[src/rtl/cfg_unlock_pkg.sv]
package cfg_unlock_pkg;
  typedef enum logic [1:0] {KEY_IDLE, KEY_B1, KEY_B2, KEY_B3} key_st_e;

  localparam logic [7:0] KEY_FIRST   = 8'h87;
  localparam logic [7:0] KEY_SECOND  = 8'h01;
  localparam logic [7:0] KEY_THIRD   = 8'h55;
  localparam logic [7:0] KEY_LAST_LO = 8'h55;  // strap 0: port 0x2E
  localparam logic [7:0] KEY_LAST_HI = 8'hAA;  // strap 1: port 0x4E

  localparam logic [7:0] REG_EXIT    = 8'h02;
  localparam logic [7:0] EXIT_VAL    = 8'h02;
  localparam logic [7:0] REG_LDN     = 8'h07;
  localparam logic [7:0] REG_ID_HI   = 8'h20;
  localparam logic [7:0] REG_ID_LO   = 8'h21;
  localparam logic [7:0] REG_GCTL    = 8'h24;
  localparam logic [7:0] REG_BASE_HI = 8'h64;
  localparam logic [7:0] REG_BASE_LO = 8'h65;
  localparam logic [7:0] LDN_FLASH   = 8'h07;

  localparam int GCTL_W = 5;
endpackage

[src/rtl/cfg_key_detect.sv]
module cfg_key_detect
  import cfg_unlock_pkg::*;
(
  input  logic       clk_i,
  input  logic       rst_ni,
  input  logic       strap_i,
  input  logic       key_wr_i,
  input  logic [7:0] wdata_i,
  input  logic       exit_i,
  output logic       unlocked_o
);
  key_st_e    st_q;
  logic [7:0] exp_byte;

  always_comb begin
    unique case (st_q)
      KEY_IDLE: exp_byte = KEY_FIRST;
      KEY_B1:   exp_byte = KEY_SECOND;
      KEY_B2:   exp_byte = KEY_THIRD;
      default:  exp_byte = strap_i ? KEY_LAST_HI : KEY_LAST_LO;
    endcase
  end

  always_ff @(posedge clk_i or negedge rst_ni) begin
    if (!rst_ni) begin
      st_q       <= KEY_IDLE;
      unlocked_o <= 1'b0;
    end else if (exit_i) begin
      unlocked_o <= 1'b0;
      st_q       <= KEY_IDLE;
    end else if (key_wr_i) begin
      if (wdata_i == exp_byte) begin
        if (st_q == KEY_B3) begin
          unlocked_o <= 1'b1;
          st_q       <= KEY_IDLE;
        end else begin
          st_q <= key_st_e'(st_q + 2'd1);
        end
      end else begin
        // a stray first byte re-synchronises instead of restarting cold
        st_q <= (wdata_i == KEY_FIRST) ? KEY_B1 : KEY_IDLE;
      end
    end
  end
endmodule

[src/rtl/cfg_base_reg.sv]
module cfg_base_reg #(
  parameter int          BASE_W   = 12,
  parameter int          ALIGN_W  = 3,
  parameter logic [15:0] BASE_RST = 16'h0820,
  localparam int         HI_W     = BASE_W - 8,
  localparam int         LO_W     = 8 - ALIGN_W
) (
  input  logic            clk_i,
  input  logic            rst_ni,
  input  logic            hi_we_i,
  input  logic [HI_W-1:0] hi_data_i,
  input  logic            lo_we_i,
  input  logic [LO_W-1:0] lo_data_i,
  output logic [15:0]     base_o
);
  logic [BASE_W-1:ALIGN_W] base_q, base_nxt;
  logic                    upd;

  always_comb begin
    base_nxt = base_q;
    if (hi_we_i) base_nxt[BASE_W-1:8] = hi_data_i;
    if (lo_we_i) base_nxt[7:ALIGN_W]  = lo_data_i;
    upd = (hi_we_i | lo_we_i) & (base_nxt != '0);
  end

  always_ff @(posedge clk_i or negedge rst_ni) begin
    if (!rst_ni)  base_q <= BASE_RST[BASE_W-1:ALIGN_W];
    else if (upd) base_q <= base_nxt;
  end

  assign base_o = {{(16-BASE_W){1'b0}}, base_q, {ALIGN_W{1'b0}}};
endmodule

[src/rtl/cfg_regfile.sv]
module cfg_regfile
  import cfg_unlock_pkg::*;
#(
  parameter logic [15:0] CHIP_ID  = 16'h8716,
  parameter logic [15:0] BASE_RST = 16'h0820,
  parameter int          BASE_W   = 12,
  parameter int          ALIGN_W  = 3
) (
  input  logic        clk_i,
  input  logic        rst_ni,
  input  logic        unlocked_i,
  input  logic        wr_i,
  input  logic        addr_i,
  input  logic [7:0]  wdata_i,
  input  logic        pin_sel_i,
  output logic        exit_o,
  output logic [7:0]  idx_o,
  output logic [7:0]  rd_val_o,
  output logic [7:0]  gctl_o,
  output logic [15:0] base_o
);
  localparam int HI_W = BASE_W - 8;

  logic [7:0]        idx_q, ldn_q;
  logic [GCTL_W-1:0] gctl_q;
  logic              data_we, idx_we, flash_sel;

  assign data_we   = unlocked_i & wr_i & addr_i;
  assign idx_we    = unlocked_i & wr_i & ~addr_i;
  assign flash_sel = (ldn_q == LDN_FLASH);
  assign exit_o    = data_we & (idx_q == REG_EXIT) & (wdata_i == EXIT_VAL);

  always_ff @(posedge clk_i or negedge rst_ni) begin
    if (!rst_ni) begin
      idx_q  <= '0;
      ldn_q  <= '0;
      gctl_q <= '0;
    end else begin
      if (idx_we) idx_q <= wdata_i;
      if (data_we && idx_q == REG_LDN)  ldn_q  <= wdata_i;
      if (data_we && idx_q == REG_GCTL) gctl_q <= wdata_i[GCTL_W-1:0];
    end
  end

  cfg_base_reg #(
    .BASE_W  (BASE_W),
    .ALIGN_W (ALIGN_W),
    .BASE_RST(BASE_RST)
  ) u_base (
    .clk_i    (clk_i),
    .rst_ni   (rst_ni),
    .hi_we_i  (data_we & flash_sel & (idx_q == REG_BASE_HI)),
    .hi_data_i(wdata_i[HI_W-1:0]),
    .lo_we_i  (data_we & flash_sel & (idx_q == REG_BASE_LO)),
    .lo_data_i(wdata_i[7:ALIGN_W]),
    .base_o   (base_o)
  );

  assign gctl_o = {{(7-GCTL_W){1'b0}}, pin_sel_i, gctl_q};
  assign idx_o  = idx_q;

  always_comb begin
    if (!unlocked_i)  rd_val_o = 8'hFF;
    else if (!addr_i) rd_val_o = idx_q;
    else begin
      unique case (idx_q)
        REG_LDN:     rd_val_o = ldn_q;
        REG_ID_HI:   rd_val_o = CHIP_ID[15:8];
        REG_ID_LO:   rd_val_o = CHIP_ID[7:0];
        REG_GCTL:    rd_val_o = gctl_o;
        REG_BASE_HI: rd_val_o = flash_sel ? base_o[15:8] : 8'h00;
        REG_BASE_LO: rd_val_o = flash_sel ? base_o[7:0]  : 8'h00;
        default:     rd_val_o = 8'h00;
      endcase
    end
  end
endmodule

[src/rtl/cfg_unlock_ctrl.sv]
module cfg_unlock_ctrl #(
  parameter logic [15:0] CHIP_ID  = 16'h8716,
  parameter logic [15:0] BASE_RST = 16'h0820,
  parameter int          BASE_W   = 12,
  parameter int          ALIGN_W  = 3
) (
  input  logic        clk_i,
  input  logic        rst_ni,
  input  logic        strap_i,
  input  logic        pin_sel_i,
  input  logic        wr_i,
  input  logic        rd_i,
  input  logic        addr_i,
  input  logic [7:0]  wdata_i,
  output logic [7:0]  rdata_o,
  output logic        cfg_mode_o,
  output logic [7:0]  gctl_o,
  output logic [15:0] flash_base_o
);
  logic       exit_w;
  logic [7:0] idx_q, rd_val;

  cfg_key_detect u_key (
    .clk_i     (clk_i),
    .rst_ni    (rst_ni),
    .strap_i   (strap_i),
    .key_wr_i  (wr_i & ~addr_i & ~cfg_mode_o),
    .wdata_i   (wdata_i),
    .exit_i    (exit_w),
    .unlocked_o(cfg_mode_o)
  );

  cfg_regfile #(
    .CHIP_ID (CHIP_ID),
    .BASE_RST(BASE_RST),
    .BASE_W  (BASE_W),
    .ALIGN_W (ALIGN_W)
  ) u_regs (
    .clk_i     (clk_i),
    .rst_ni    (rst_ni),
    .unlocked_i(cfg_mode_o),
    .wr_i      (wr_i),
    .addr_i    (addr_i),
    .wdata_i   (wdata_i),
    .pin_sel_i (pin_sel_i),
    .exit_o    (exit_w),
    .idx_o     (idx_q),
    .rd_val_o  (rd_val),
    .gctl_o    (gctl_o),
    .base_o    (flash_base_o)
  );

  always_ff @(posedge clk_i or negedge rst_ni) begin
    if (!rst_ni)   rdata_o <= 8'hFF;
    else if (rd_i) rdata_o <= rd_val;
  end
endmodule

[config.mk]
export PLATFORM = sky130hd
export DESIGN_NAME = cfg_unlock_ctrl
export DESIGN_NICKNAME = d
export VERILOG_FILES = /design/src/rtl/cfg_unlock_pkg.sv /design/src/rtl/cfg_key_detect.sv /design/src/rtl/cfg_base_reg.sv /design/src/rtl/cfg_regfile.sv /design/src/rtl/cfg_unlock_ctrl.sv
export SDC_FILE = /design/constraint.sdc
export NUM_CORES = 1
export LEC_CHECK = 0
export ABC_AREA = 1
export BUFFER_PORTS_ARGS = -buffer_cell sky130_fd_sc_hd__buf_2
export CORE_MARGIN = 1
export CORE_UTILIZATION = 50
export CTS_CLUSTER_SIZE = 24
export DETAILED_ROUTE_END_ITERATION = 10
export GPL_TIMING_DRIVEN = 0
export PLACE_DENSITY = 0.72
export REMOVE_ABC_BUFFERS = 1
export SLEW_MARGIN = 20
export SYNTH_ARGS = -nofsm -noshare
export SYNTH_HDL_FRONTEND = slang
export SYNTH_SLANG_ARGS = --single-unit
[constraint.sdc]
create_clock -name clk_i -period 1.6 [get_ports clk_i]
set_clock_uncertainty 0.1 [all_clocks]
set_input_delay 0.08 -clock clk_i [delete_from_list [all_inputs] [get_ports clk_i]]
set_output_delay 0.08 -clock clk_i [all_outputs]
set_load 0.01 [all_outputs]
=== Word-level counts from Yosys, hierarchy flattened ===
Cells that the tools add are included.

* Word-level logic and storage cells: 62
* Input bits: 15
* Output and inout port bits: 33
* Bits in registers: 41

* Mux-type cells: 18
* Equal/unequal tests: 14
* Bitwise gates (word level): 14
* $add $sub $neg: 1
* Reduce and logical (&&, ||, !) cells: 8

{| class="wikitable"
|+ Operators by type and width
! kind !! number
|-
| $pmux W8 S6 || 1
|-
| $mux W8 || 4
|-
| $eq A8 B6 Y1 const B || 3
|-
| $pmux W8 S3 || 1
|-
| $eq A8 B2 Y1 const B || 2
|-
| $eq A8 B3 Y1 const B || 2
|-
| $eq A8 B7 Y1 const B || 2
|-
| $and A1 B1 Y1 || 11
|-
| $reduce_bool A9 Y1 || 1
|-
| $eq A8 B8 Y1 || 1
|-
| $eq A8 B8 Y1 const B || 1
|-
| $mux W2 || 4
|-
| $mux W4 || 2
|-
| $reduce_bool A2 Y1 || 3
|-
| $mux W1 || 5
|-
| $mux W5 || 1
|-
| $eq A2 B2 Y1 const B || 2
|-
| $reduce_and A3 Y1 || 1
|-
| $add A2 B1 Y2 const B || 1
|-
| $eq A2 B1 Y1 const B || 1
|-
| $logic_and A1 B1 Y1 || 2
|-
| $logic_not A2 Y1 || 1
|-
| $not A1 Y1 || 2
|-
| $or A1 B1 Y1 || 1
|}

=== Depth between registers and ports, before layout ===
Gate-level depths: netlist of the first run.

* Depth in word-level cells: 7
* Gate-level depth with buffers: 13
* Mapped depth without buffers: 13

=== Hierarchy ===
From an unflattened synthesis of the first run, not the netlist that was laid out.

* Cells, all modules: 443
* Area, all modules: 2961.6 sq um

{| class="wikitable"
|+ Modules (own cells, without submodules)
! module !! times used !! area each (sq um) !! cells an instance !! seq. area each (sq um)
|-
| cfg_regfile || 1 || 1565.3 || 234 || 525.5
|-
| cfg_base_reg || 1 || 646.9 || 98 || 227.7
|-
| cfg_key_detect || 1 || 422.9 || 74 || 75.1
|-
| cfg_unlock_ctrl || 1 || 326.6 || 37 || 210.2
|}

=== Least setup slack after synthesis of the first run ===
OpenSTA, ideal clock, no wires.

* Path kind: reg2reg
* From: register u_regs.ldn_q[7]
* To: register u_regs.u_base.base_q[7] (netlist bit)
* Period minus slack after synthesis: 1720 ps
* Arrival: 1555 ps
* Library setup time: 65 ps
* Stages on the path, launching flop included: 13
* Data required time: 1435 ps
* Slack: -120 ps
* Path buffers: 1
* Path through: dfrtp_1 nor2_1 nand2_2 nor2_8 buf_6 nand4_1 nand2_1 nand2_2 nor2_4 nand3_4 nand2_4 nand2_1 nand2_1

* Longest elaborated chain between the ends: 6
* Elaborated cells between the ends (all ways): 9
* Those cells by class: eq/ne (1); mux (2); bitwise (5); reduce/logical (1)

{| class="wikitable"
|+ Ends and longest elaborated chain
! what !! line !! source
|-
| start: declaration || cfg_regfile.sv:24 || <nowiki>logic [7:0] idx_q, ldn_q;</nowiki>
|-
| start signal: assignment || cfg_regfile.sv:40 || <nowiki>if (data_we && idx_q == REG_LDN) ldn_q <= wdata_i;</nowiki>
|-
| $eq A8 B3 Y1 * || cfg_regfile.sv:30 || <nowiki>assign flash_sel = (ldn_q == LDN_FLASH);</nowiki>
|-
| $and A1 B1 Y1 * || cfg_regfile.sv:52, cfg_regfile.sv:54 ||
|-
| $and A1 B1 Y1 (on tied branches) || cfg_regfile.sv:54, cfg_regfile.sv:52 ||
|-
| $mux W5 or $mux W4 (tied branches) || cfg_base_reg.sv:22, cfg_base_reg.sv:21 ||
|-
| $reduce_bool A9 Y1 || cfg_base_reg.sv:23 || <nowiki>upd = (hi_we_i | lo_we_i) & (base_nxt != '0);</nowiki>
|-
| $and A1 B1 Y1 || cfg_base_reg.sv:23 ||
|-
| end signal: assignment || cfg_base_reg.sv:27 || <nowiki>if (!rst_ni) base_q <= BASE_RST[BASE_W-1:ALIGN_W];</nowiki>
|-
| end signal: assignment || cfg_base_reg.sv:28 || <nowiki>else if (upd) base_q <= base_nxt;</nowiki>
|-
| end: declaration || cfg_base_reg.sv:16 || <nowiki>logic [BASE_W-1:ALIGN_W] base_q, base_nxt;</nowiki>
|}

Every way passes the cells marked *; elsewhere a longest branch is shown, timed or not.
A chain may end at the register's enable or synchronous reset.

=== Worst setup path in the final report of the first run ===
* From: register u_regs.ldn_q[6]
* To: register u_regs.u_base.base_q[3] (netlist bit)

The elaborated chain is that of the path after synthesis.

==> metrics.csv, run 1 <==
stage;metric;value;unit
min_path;WHS Path Cells;5;
setup_path;critical path required time;1730;ps
power_and_ir_drop;Clk pwr share;33.0;%
logic_synthesis;ys flop type;dfrtp_1;
setup_path;Max stage delay on crit path;410;ps
finish;nets;418;
logic_synthesis;Synthesis Warnings;0;
floorplan;I/O pin count;48;
timing;Max Freq;528;MHz
placement;post-DP HPWL;4.40;mm
setup_path;critical-path cell list;nor2_2 > nand2_2 > nor2_8 > nand3_4 > nand2_2 > o21ai_2 > nor2_4 > nand3_4 > nand2_4 > nand2_1 > nand2_1;
floorplan;die height;73.6;um
route;TritonRoute pass-1 iters;4;
placement;Placed Area;2750;um2
floorplan;row count;25;
timing;final worst setup slack;-296;ps
logic_synthesis;leading area contributor after synthesis;dfrtp_1;
power_and_ir_drop;Reg power frac;54.3;%
min_path;Hold Path Origin;pin_sel_i;
route;DR iter-0 viols;203;
logic_synthesis;Synth area leaders;dfrtp_1 (30%), nand2_1 (15%), dfstp_2 (10%);
timing;min Tclk post-route;1900;ps
route;Post-Route WL;6.58;mm
setup_path;worst reg2reg path startpoint;u_regs.ldn_q[6]$_DFFE_PN0P_;
logic_synthesis;sequential fraction of the synthesis area;40.5;%
route;DRC;0;
clock_network;Worst-path clk slew;80;ps
run;Max Cap Viol;0;
setup_path;CP Max Fanout;8;
power_and_ir_drop;maximum vdd drop;0.483;mV
setup_path;crit end category;register;
timing;setup TNS;-4030;ps
setup_path;CP max-delay cell;dfrtp_1;
power_and_ir_drop;static leakage;1.72;nW
min_path;Hold Crit Class;input pin to register;
power_and_ir_drop;Int Power;1.45;mW
logic_synthesis;post-synth top area share;30.2;%
logic_synthesis;Syn Std Cell Area;2560;um2
outcome;failing checks;setup timing;
clock_network;CTS tree;yes;
grt;number of global-route vias before repair;2211;
power_and_ir_drop;Comb power frac;12.7;%
power_and_ir_drop;PwrDens;615;nW/um2
timing;final hold vios;0;
timing;slew margin rel.;39.8;%
route;routed length per instance;14.0;um
setup_path;r2r setup slk;-300;ps
floorplan;initial core utilization;53.2;%
grt;Total GRT Usage;25.9;%
timing;Slew Limit Fails;0;
setup_path;critical path arrival;2020;ps
min_path;hold worst-path end;rdata_o[5]$_DFFE_PN1P_;
setup_path;critical path class;register to register;
clock_network;Clock Sinks;41;
grt;pin count of the biggest net entering global routing;42;
route;vias per std cell;5.28;
power_and_ir_drop;Sw Pwr;0.549;mW
clock_network;clk buf depth;2;
setup_path;FF-to-FF End;u_regs.u_base.base_q[3]$_DFFE_PN0P_;
logic_synthesis;Post-synth top cells;nand2_1 (103), inv_1 (37), dfrtp_1 (31);
grt;GRT overflow;0;
clock_network;clk_lat worst skew;290;ps
setup_path;Crit. Startpoint;u_regs.ldn_q[6]$_DFFE_PN0P_;
grt;first-pass GRT wire length;10.5;mm
timing;post-route clock period utilization;118;%
floorplan;core area;4820;um2
setup_path;CP Launch Type;register;
timing;unrepaired setup endpoints after global routing;true;
finish;layout cell share with drive strength beyond 1;37.2;%
clock_network;CTS H-tree lvls;2;
logic_synthesis;Yosys cell types;32;
logic_synthesis;Yosys reg bits;41;
route;vias;2469;
route;ANT nets after route;0;
finish;synthesis-to-layout area growth;26.9;%
outcome;status;finished with violations;
floorplan;Die Wd;73.6;um
finish;Layout Cell Area excl Fill;3250;um2
logic_synthesis;fraction of registers with async set/reset;100;%
logic_synthesis;most common cell in the netlist;nand2_1;
finish;n_diodes;0;
clock_network;CTS buffer count;5;
logic_synthesis;EDFF count, synth;0;
placement;count of buffers from port buffering;38;
logic_synthesis;Post-Syn Instances;338;
clock_network;CTS Root Cell;clkbuf_8;
logic_synthesis;Post-Syn Area per Cell;7.59;um2
grt;antenna violations before repair;0;
placement;GPL Wtd Cong;0.846;
timing;Slew @ Worst Pin;903;ps
setup_path;worst r2r path cells;11;
power_and_ir_drop;Sw Ratio;27.4;%
timing;# setup viols final;23;
floorplan;DIE AREA;5420;um2
worst max path at each step:
stage	end	slack [ps]	cells after the start
global route	u_regs.u_base.base_q[4]$_DFFE_PN0P_	-410	12
global placement	u_regs.u_base.base_q[9]$_DFFE_PN0P_	-330	9
finish	u_regs.u_base.base_q[3]$_DFFE_PN0P_	-300	11
detailed placement	u_regs.u_base.base_q[8]$_DFFE_PN0P_	-360	9
CTS	u_regs.u_base.base_q[3]$_DFFE_PN0P_	-230	12
floorplan	u_regs.u_base.base_q[8]$_DFFE_PN0P_	-140	10
per-layer routing:
metal / global-route usage [%] / wire (um)
met1: 36.2 / 3050
met4: 7.48 / 72
met3: 5.49 / 424
met2: 40.5 / 3030
met5: 0 / 0
worst max-delay path, delay by kind of cell (launching register included):
| kind | cells | cell delay (ps) |
|---|---|---|
| AO/OA/AOI/OAI | 1 | 80 |
| flip-flops | 1 | 410 |
| AND/OR/NAND/NOR | 10 | 1220 |
metrics by stage:
stage / instances / util [%] / setup WS, ps / power, mW / hold slack [ps]
final: 468 / 67.6 / -296 / 2.00 / 54.6
after detailed placement: 435 / 57.1 / -355 / 1.29 / 155
after floorplan: 330 / - / -142 / 1.21 / -316
after CTS: 460 / 63.6 / -229 / 1.97 / 47.8
after global routing: 468 / 67.6 / -413 / 2.08 / 89.8
after global placement: 435 / 57.1 / -330 / 1.29 / 150
logic make-up (layout without fill, tap and decap cells):
family	count (synthesis)	in the layout	synth area share, %
and+or+nand+nor	177	180	35.0
buffers and inverters	59	111	10.9
AOI/OAI and AO/OA	57	57	12.0
DFF	41	41	40.5
adders and majority gates	3	3	1.46
other	1	9	0.146
final cells by class:
class                   instances  area (um2)
clock inverters                 2        10.0
repair buffers                 60         385
clock buffers                   6        72.6
inverters                      43         166
multi-input cells             249        1490
flip-flops and latches         41        1040
well taps                      67        83.8
fillers                       422        1560
flip-flops by register name, summed over array words and instances, names as in the netlist:
signal                count
u_regs.u_base.base_q      9
u_key.st_q                2
u_regs.gctl_q             5
u_regs.idx_o              8
u_regs.ldn_q              8
rdata_o                   8
u_key.unlocked_o          1
power by group through the flow:
stage | clock [mW] | sequential (mW) | combinational (mW)
3_3_place_gp | 0 | 1.10 | 0.187
4_1_cts | 0.671 | 1.08 | 0.212
3_5_place_dp | 0 | 1.10 | 0.191
2_1_floorplan | 0 | 1.10 | 0.107
5_1_grt | 0.710 | 1.09 | 0.283
6_report | 0.660 | 1.09 | 0.254
placed cells by master (no fill, tap or decap), types with 2 or more instances in the layout:
cell and n:
buf_4 15, conb_1 9, a31oi_1 3, inv_1 33
nand2_1 90, buf_2 38, clkinv_2 2, clkbuf_8 5
ha_4 3, nand2_2 15, o21ai_1 10, nor2_2 6
inv_4 2, dfrtp_1 26, dfrtp_2 5, inv_2 8
o21ai_2 5, dfstp_2 10, nor3_1 3, buf_6 2
o21ai_0 20, a21oi_1 10, a21oi_2 3, dlygate4sd3_1 4
nand2_4 6, nand3_4 3, nand3_2 2, nand3_1 18
nor2_1 12, nand4_1 11, nor2_4 8, nor2_8 3
repair_timing:
action / 4_1_cts / 5_1_grt
hold endpoints to repair: 36 / 0
cloned: 3 / 0
setup buffers: 10 / 8
pin swaps: 15 / 20
gates resized for setup: 26 / 37
hold buffers: 4 / 0
endpoints found under the setup margin: 33 / 33
No activity file was read; power rests on OpenSTA's default activity.
==> run 2: changes to the inputs <==
REMOVE_ABC_BUFFERS = default   (was 1)
==> run 2 against run 1 <==
The run still ends with setup timing left. Maximum frequency up 1.5%. Clock power increased by 31%. Global-route usage rose by 2.8 points. Critical path type unchanged. Critical endpoint unchanged.
==> metrics.csv, run 2 (synthesis results as in run 1) <==
stage;metric;value;unit
placement;Placed Area;2870;um2
setup_path;CP Max Fanout;8;
min_path;Hold Path Origin;addr_i;
placement;count of buffers from port buffering;36;
route;ANT nets after route;0;
finish;commonest non-fill, non-tap cell in the layout;nand2_1;
power_and_ir_drop;PwrDens;639;nW/um2
grt;GRT overflow;0;
finish;Layout Cell Area excl Fill;3550;um2
run;Max Cap Viol;0;
finish;nets;451;
clock_network;Worst-path clk slew;80;ps
floorplan;row count;25;
power_and_ir_drop;maximum vdd drop;0.484;mV
timing;# setup viols final;20;
outcome;status;finished with violations;
floorplan;DIE AREA;5420;um2
setup_path;critical path required time;1730;ps
timing;post-route clock period utilization;117;%
finish;most frequent cells in the layout;nand2_1 (90), buf_4 (45), buf_2 (36);
clock_network;clk_lat worst skew;300;ps
timing;min Tclk post-route;1870;ps
floorplan;core area;4820;um2
grt;first-pass GRT wire length;11.6;mm
clock_network;CTS H-tree lvls;2;
route;vias per std cell;5.32;
timing;Slew Limit Fails;0;
grt;global routing's busiest layer;met2;
timing;final worst setup slack;-268;ps
floorplan;initial core utilization;53.2;%
finish;synthesis-to-layout area growth;38.4;%
finish;n_diodes;0;
setup_path;critical path capture point;u_regs.u_base.base_q[3]$_DFFE_PN0P_;
power_and_ir_drop;total power;2.27;mW
grt;Total GRT Usage;28.7;%
timing;final hold vios;0;
route;routed length per instance;14.5;um
timing;Max Freq;535;MHz
setup_path;r2r setup slk;-270;ps
grt;number of global-route vias before repair;2448;
timing;slew margin rel.;41.2;%
clock_network;CTS Root Cell;clkbuf_8;
setup_path;critical path class;register to register;
setup_path;worst r2r path cells;12;
setup_path;CP Launch Type;register;
min_path;Hold Crit Class;input pin to register;
clock_network;clk buf depth;2;
placement;post-DP HPWL;4.58;mm
setup_path;Crit. Startpoint;u_regs.idx_o[5]$_DFFE_PN0P_;
finish;most flop-heavy register;u_regs.u_base.base_q;
setup_path;critical path arrival;2000;ps
grt;met3 Usage GRT;6.58;%
setup_path;crit end category;register;
outcome;failing checks;setup timing;
grt;antenna violations before repair;0;
finish;max reg flops;9;
clock_network;CTS tree;yes;
finish;layout cell share with drive strength beyond 1;42.4;%
route;TritonRoute pass-1 iters;5;
clock_network;CTS buffer count;5;
timing;unrepaired setup endpoints after global routing;true;
floorplan;I/O pin count;48;
timing;Slew @ Worst Pin;882;ps
grt;pin count of the biggest net entering global routing;42;
power_and_ir_drop;static leakage;1.91;nW
floorplan;die height;73.6;um
grt;grt met2 use;45.8;%
route;DR iter-0 viols;179;
setup_path;FF-to-FF End;u_regs.u_base.base_q[3]$_DFFE_PN0P_;
route;vias;2664;
clock_network;Clock Sinks;41;
floorplan;Die Wd;73.6;um
route;DRC;0;
setup_path;worst reg2reg path startpoint;u_regs.idx_o[5]$_DFFE_PN0P_;
route;Post-Route WL;7.29;mm
grt;met1 usage;37.9;%
placement;GPL Wtd Cong;0.902;
-- run 2: changes by cell type in the layout (fill, tap and decap cells not counted), moves of 2 or more --
cell      delta
inv_1        -2
buf_6        +5
buf_2        -2
dfrtp_2      +2
clkbuf_1     +2
dfrtp_1      -2
clkinv_2     -2
buf_4       +30
o21ai_0      -6
o21ai_1      +5
-- run 2: metrics by stage --
stage / util (%) / setup slack (ps) / hold WS (ps) / TNS, ps / cells
2_1_floorplan: - / -96.5 / -316 / -856 / 346
3_3_place_gp: 59.6 / -287 / 150 / -6840 / 449
3_5_place_dp: 59.6 / -334 / 149 / -7690 / 449
4_1_cts: 69.9 / -205 / 22.8 / -2950 / 488
5_1_grt: 73.7 / -386 / 54.5 / -5440 / 501
6_report: 73.7 / -268 / 27.5 / -2830 / 501
-- run 2: timing repair --
item	in CTS	in global routing
endpoints found under the setup margin	33	33
pin swaps	23	19
setup buffers	26	13
resized for setup	43	33
gates cloned	2	0
hold endpoints to repair	38	0
hold buffers	3	0
-- run 2: worst max-delay path, cell delays in order, from the launching register on --
cell and delay, ps:
dfrtp_2 400, inv_2 50, nor2_4 130, nand2_4 100
nor2_8 150, nand3_4 140, nand2_2 100, o21ai_2 80
nor2_4 160, nand3_4 140, nand2_4 120, nand2_1 70
nand2_1 60
-- run 2: how the worst min path moves through the flow --
stage / endpoint / slack (ps) / cells after the start
2_1_floorplan: u_key.st_q[0]$_DFFE_PN0P_ / -320 / 0
3_3_place_gp: u_regs.idx_o[5]$_DFFE_PN0P_ / 150 / 1
3_5_place_dp: u_regs.idx_o[5]$_DFFE_PN0P_ / 150 / 1
4_1_cts: u_key.st_q[0]$_DFFE_PN0P_ / 20 / 4
5_1_grt: rdata_o[7]$_DFFE_PN1P_ / 50 / 3
6_report: u_key.st_q[0]$_DFFE_PN0P_ / 30 / 4
-- run 2: routing by layer --
metal,up-vias,share of wire (%),wire length [um]
met5,-,0,0
met4,0,3.4,246
met3,28,7.1,515
met2,130,47,3450
met1,1234,42,3070
li1,1272,-,-
-- run 2: cell type report --
type,count,area (um2)
clock buffers,7,86.3
inverters,43,169
well taps,67,83.8
plain buffers,16,124
repair buffers,78,531
multi-input cells,248,1480
clock inverters,1,30.0
flip-flops and latches,41,1050
fillers,370,1270
-- run 2: report_power, final --
part | leakage (nW) | switching (mW) | total [mW] | internal (mW)
sequential | 0.525 | 0.0252 | 1.08 | 1.06
clock | 0.0585 | 0.357 | 0.866 | 0.509
combinational | 1.33 | 0.188 | 0.318 | 0.130
total | 1.91 | 0.570 | 2.27 | 1.70
